File: config.mk
export PLATFORM = sky130hd
export DESIGN_NAME = lpwr_link_wake
export DESIGN_NICKNAME = d
export VERILOG_FILES = /design/src/rtl/lpwr_pkg.sv /design/src/rtl/lpwr_state_fsm.sv /design/src/rtl/lpwr_link_timer.sv /design/src/rtl/lpwr_link_wake.sv
export SDC_FILE = /design/constraint.sdc
export NUM_CORES = 1
export LEC_CHECK = 0
export ABC_AREA = 1
export BUFFER_PORTS_ARGS = -buffer_cell sky130_fd_sc_hd__buf_2
export CORE_ASPECT_RATIO = 0.5
export CORE_MARGIN = 3
export CORE_UTILIZATION = 29
export DETAILED_ROUTE_END_ITERATION = 10
export HOLD_SLACK_MARGIN = 0.02
export PLACE_DENSITY_LB_ADDON = 0.15
export REMOVE_ABC_BUFFERS = 1
export SKIP_CTS_REPAIR_TIMING = 1
export SLEW_MARGIN = 20
export SYNTH_ARGS = -nofsm -noshare
export SYNTH_HDL_FRONTEND = slang
export SYNTH_SLANG_ARGS = --single-unit
File: constraint.sdc
create_clock -name clk -period 2.9 [get_ports clk]
set_input_delay 0.435 -clock clk [delete_from_list [all_inputs] [get_ports clk]]
set_output_delay 0.435 -clock clk [all_outputs]
set_load 0.05 [all_outputs]
File: src/rtl/lpwr_pkg.sv
package lpwr_pkg;
  typedef enum logic [1:0] {
    PM_ACTIVE = 2'b00,
    PM_LIGHT  = 2'b01,
    PM_DEEP   = 2'b10
  } pm_state_e;
endpackage

File: src/rtl/lpwr_state_fsm.sv
module lpwr_state_fsm
  import lpwr_pkg::*;
(
  input  logic      clk,
  input  logic      rst_n,
  input  logic      sleep_n,
  input  logic      light_sel,
  output pm_state_e state_q
);
  pm_state_e state_d;

  always_comb begin
    state_d = state_q;
    if (sleep_n) begin
      state_d = PM_ACTIVE;
    end else if (state_q == PM_ACTIVE) begin
      // depth chosen only at entry; held until wake
      state_d = light_sel ? PM_LIGHT : PM_DEEP;
    end
  end

  always_ff @(posedge clk or negedge rst_n) begin
    if (!rst_n) state_q <= PM_ACTIVE;
    else        state_q <= state_d;
  end
endmodule

File: src/rtl/lpwr_link_timer.sv
module lpwr_link_timer #(
  parameter int unsigned LINK_WINDOW = 5_000_000
) (
  input  logic clk,
  input  logic rst_n,
  input  logic mon_en,
  input  logic hit,
  output logic link_up
);
  localparam int unsigned CW = $clog2(LINK_WINDOW + 1);
  localparam logic [CW-1:0] LOAD = CW'(LINK_WINDOW);

  logic [CW-1:0] remain_q;

  always_ff @(posedge clk or negedge rst_n) begin
    if (!rst_n) begin
      remain_q <= '0;
    end else if (!mon_en) begin
      remain_q <= '0;
    end else if (hit) begin
      remain_q <= LOAD;
    end else if (remain_q != '0) begin
      remain_q <= remain_q - 1'b1;
    end
  end

  assign link_up = (remain_q != '0);
endmodule

File: src/rtl/lpwr_link_wake.sv
module lpwr_link_wake
  import lpwr_pkg::*;
#(
  parameter int unsigned LINK_WINDOW = 5_000_000
) (
  input  logic       clk,
  input  logic       rst_n,
  input  logic       sleep_n,
  input  logic       light_sel,
  input  logic       link_pulse,
  input  logic       frame_ok,
  output logic       rx_en,
  output logic       core_en,
  output logic       link_led_n,
  output logic [1:0] pwr_mode
);
  pm_state_e state_q;
  logic      in_deep;
  logic      link_up;

  lpwr_state_fsm u_fsm (
    .clk      (clk),
    .rst_n    (rst_n),
    .sleep_n  (sleep_n),
    .light_sel(light_sel),
    .state_q  (state_q)
  );

  assign in_deep = (state_q == PM_DEEP);

  lpwr_link_timer #(.LINK_WINDOW(LINK_WINDOW)) u_timer (
    .clk    (clk),
    .rst_n  (rst_n),
    .mon_en (!in_deep),
    .hit    (link_pulse | frame_ok),
    .link_up(link_up)
  );

  assign core_en    = (state_q == PM_ACTIVE);
  assign rx_en      = !in_deep;
  assign link_led_n = in_deep | !link_up;
  assign pwr_mode   = state_q;
endmodule

Word-level counts from Yosys, hierarchy flattened

Cells that the tools add are included.

Output and inout port bits: 5
Input bits: 6
Register bits after elaboration: 25
Word-level logic and storage cells: 18

Bitwise gates (word level): 2
Reduce and logical (&&, ||, !) cells: 6
Add/subtract/negate cells: 1
Multiplexer cells: 6
Equality and inequality tests: 1

Operators with widths:

| cell                                                | count |
|---|---|
| 2-to-1 mux 23 bit                                   | 3 |
| nonzero test 23 bit                                 | 1 |
| subtractor 23 x 1 -> 23 bit (second input constant) | 1 |
| 2-to-1 mux 2 bit                                    | 3 |
| nonzero test 3 bit                                  | 1 |
| == test 2 bit (second input constant)               | 1 |
| zero test 1 bit                                     | 2 |
| zero test 2 bit                                     | 1 |
| OR 1 bit                                            | 2 |
| nonzero test 2 bit                                  | 1 |

Logic depth before layout (Yosys ltp)

Depth in word-level cells: 4
Gate-level depth with buffers: 9
Depth with buffers taken out: 9

Hierarchy

From an unflattened synthesis, not the netlist that was laid out.

Cells, all modules: 229
Area, all modules: 1572.8 um^2

By module, submodules not included:

| module          | seq. area each (um^2) | area an instance (um^2) | cells each | instances |
|---|---|---|---|---|
| lpwr_link_timer | 575.6                 | 1465.2                  | 214        | 1 |
| lpwr_state_fsm  | 50.0                  | 86.3                    | 10         | 1 |
| lpwr_link_wake  | 0.0                   | 21.3                    | 5          | 1 |

Least setup slack after synthesis

OpenSTA, ideal clock, no wires.

Path type: register to output
Start: reg u_fsm.state_q[1]
End: out link_led_n
Path slack: 0.816 ns
Stages on the path, launching flop included: 5
Data arrival time: 1.649 ns
Buffers on the path: 0
Required time: 2.465 ns
Cell sequence: dfrtp_1 > inv_1 > nor2_1 > inv_1 > nand2_1

Longest elaborated chain between the ends: 2

RTL lines:

| what                     | RTL line             | text |
|---|---|---|
| start: declaration       | lpwr_state_fsm.sv:8  | `output pm_state_e state_q` |
| start signal: assignment | lpwr_state_fsm.sv:24 | `else state_q <= state_d;` |
| == test 2 bit            | lpwr_link_wake.sv:29 | `assign in_deep = (state_q == PM_DEEP);` |
| OR 1 bit                 | lpwr_link_wake.sv:41 | `assign link_led_n = in_deep \| !link_up;` |
| end: declaration         | lpwr_link_wake.sv:14 | `output logic link_led_n,` |

No other way between the ends.

Worst setup path after layout

Start: reg u_timer.remain_q[0]
End: out link_led_n

Longest elaborated chain between the ends: 3

RTL lines:

| what                     | RTL line              | text |
|---|---|---|
| start: declaration       | lpwr_link_timer.sv:13 | `logic [CW-1:0] remain_q;` |
| start signal: assignment | lpwr_link_timer.sv:23 | `remain_q <= remain_q - 1'b1;` |
| nonzero test 23 bit      | lpwr_link_timer.sv:27 | `assign link_up = (remain_q != '0);` |
| zero test 1 bit          | lpwr_link_wake.sv:41  |  |
| OR 1 bit                 | lpwr_link_wake.sv:41  |  |

No other way between the ends.

==> reports/qor.csv <==
stage,metric,value,unit
status,status,"complete, no violations",
global_routing,track_usage,12.2,%
worst_setup_path,ff2ff_setup_slack,1.12,ns
detailed_routing,route.detailed.drc,0,
cells_and_area,layout_commonest_cell,nor2_1,
clock_network,clkLatencyLatePin,0.27,ns
synth,synth_cell_types,23,
clock_network,cts_tree,built,
worst_setup_path,path_class,register to output pin,
sta,setup_viol,0,
synth,synth_top_area_share,41.9,%
synth,yosysWarningCount,0,
sta,layout_setup_ws,0.703,ns
die,die_w,108,um
detailed_routing,first_pass_iters,4,
placed_design,portBuffers,10,
min_path,hold_path_class,input port to async pin,
worst_setup_path,cp_max_fo,5,
die,core_area,4680,um2
worst_setup_path,start_kind,register,
sta,fin_crit_sh,75.8,%
placed_design,placed_area,1620,um2
sta,drv_slew,0,
pwr,ir_drop,0.320,mV
detailed_routing,wl_met1,1.72,mm
global_routing,grt_pass1_wl,5.88,mm
cells_and_area,final_cell_mix,"nor2_1, nand2_1, dfrtp_1",
worst_setup_path,required,2.47,ns
cells_and_area,fin_nets,218,
worst_setup_path,r2r-start,u_timer.remain_q[0]$_DFFE_PN0P_,
cells_and_area,drive_gt1_share,17.6,%
global_routing,first_global_vias,1233,
die,die-area,6100,um2
clock_network,root_buffer,clkbuf_8,
detailed_routing,wl_met3,90,um
sta,tns,0,ns
detailed_routing,routed-wl-met2,1.30,mm
pwr,power.density,584,nW/um2
sta,relSlewSlack,60.7,%
synth,ys_seq_area_share,41.9,%
pwr,leakage,0.757,nW
sta,final-hold-violation-count,0,
synth,synth_area,1490,um2
cells_and_area,syn_to_final_growth,11.1,%
sta,worst_pin_slew,0.590,ns
detailed_routing,routedWlPerCell,11.4,um
detailed_routing,drt-initial-drc-count,55,
die,io_pins,11,
die,initial_utilization,31.9,%
detailed_routing,drtAntennaViolNets,0,
sta,rsz0062_at_grt,false,
detailed_routing,routed_wl,3.15,mm
synth,synth_area_leaders,"dfrtp_1, nor2_1, nand2_1, inv_1, xor2_1",
cells_and_area,fillCellCount,517,
global_routing,overflow,0,
detailed_routing,avgViaCountPerCell,4.46,
placed_design,gp_congestion,0.778,
clock_network,path_clk_slew,0.09,ns
detailed_routing,routed.top_layer,met4,
synth,synthesis.instances,197,
die,die_height,56.8,um
clock_network,numCtsBuffers,3,
sta,fmax,0.455,GHz
clock_network,htreeDepth,1,
die,fp-row-count,17,
detailed_routing,num_vias,1230,
cells_and_area,n_antenna_cell,0,
sta,fin_crit,2.20,ns
placed_design,place_ws,0.997,ns
placed_design,hpwl,2.43,mm
global_routing,antenna_found_initial,0,
worst_setup_path,cp-end-kind,output pin,
synth,synth_seq_cells,25,
worst_setup_path,crit_start,u_timer.remain_q[0]$_DFFE_PN0P_,
sta,skew,0.00437,ns
synth,syn-mean-instance-area,7.58,um2
sta,hold_slack,0.150,ns
synth,post-synth-top-area-cell,dfrtp_1,
global_routing,grt_max_degree,26,
cells_and_area,design_area,1660,um2
flow_run,drv_cap,0,
clock_network,cts.path.max_buffers,2,
clock_network,clock-sinks,25,
worst_setup_path,cp.arrival,1.76,ns
## report_power, final
part	switching [mW]	total [mW]	internal (mW)
Clock	0.116	0.214	0.0985
Sequential	0.0331	0.419	0.386
Combinational	0.235	0.337	0.102
Total	0.383	0.970	0.586
## cell usage after synthesis
cell / number
nor2_1: 51
nand2_1: 33
dfrtp_1: 25
inv_1: 22
nand3_1: 10
nor2_2: 9
xor2_1: 8
nor2_4: 5
nand4_1: 4
nor3_1: 4
and2_1: 3
inv_2: 3
nand2_2: 3
o21ai_0: 3
o21ai_1: 3
a21oi_1: 2
nand3_4: 2
xnor2_1: 2
buf_6: 1
ha_1: 1
nor3b_2: 1
o21ai_2: 1
or2_1: 1
## cells by family (layout without fill, tap and decap cells)
kind of cell,after synthesis,count (layout),share of synthesized area (%)
AOI/OAI and AO/OA,9,9,3.27
xor gates and xnor gates,10,10,5.86
adders and majority gates,1,1,0.837
buffers and inverters,26,39,7.04
DFF,25,25,41.9
and+or+nand+nor,126,126,41.1
## critical path, stage by stage (launching register included)
cell	delay, ns
dfrtp_1	0.37
inv_1	0.13
ha_1	0.25
nand2_2	0.11
nor2_4	0.17
nand3_4	0.12
nand2_1	0.08
buf_2	0.25
## flip-flops by register name, indices dropped and copies added, names as in the netlist
register	flops
u_fsm.state_q	2
u_timer.remain_q	23
## stage by stage
step	power (mW)	instances	utilization, %
2_1_floorplan	0.684	196	-
3_3_place_gp	0.764	272	34.5
3_5_place_dp	0.764	272	34.5
4_1_cts	0.985	276	35.5
5_1_grt	1.05	276	35.5
6_report	0.970	276	35.5
## metal layers
metal	up-vias	global-route usage [%]
met1	578	17.7
met4	0	3.24
li1	632	-
met5	-	0
met2	16	17.8
met3	4	3.10
## worst paths after layout
kind	to	cells past startpoint
min in group clk	u_fsm.state_q[1]$_DFFE_PN0P_	2
worst min-delay path	u_timer.remain_q[3]$_DFFE_PN0P_	1
worst max-delay path	link_led_n	7
max in group asynchronous	u_timer.remain_q[14]$_DFFE_PN0P_	1
worst min register to register	u_timer.remain_q[1]$_DFFE_PN0P_	2
worst max register to register	u_timer.remain_q[15]$_DFFE_PN0P_	9
## cell type report
class	count	area (um2)	share of cell area, %
sequential	25	626	37.7
clock buffer	4	45.0	2.71
timing repair buffer	10	50.0	3.01
tap	66	82.6	4.97
multi-input combinational	146	763	46.0
inverter	25	93.8	5.65
Note: power is estimated with default switching activity, not from simulation.
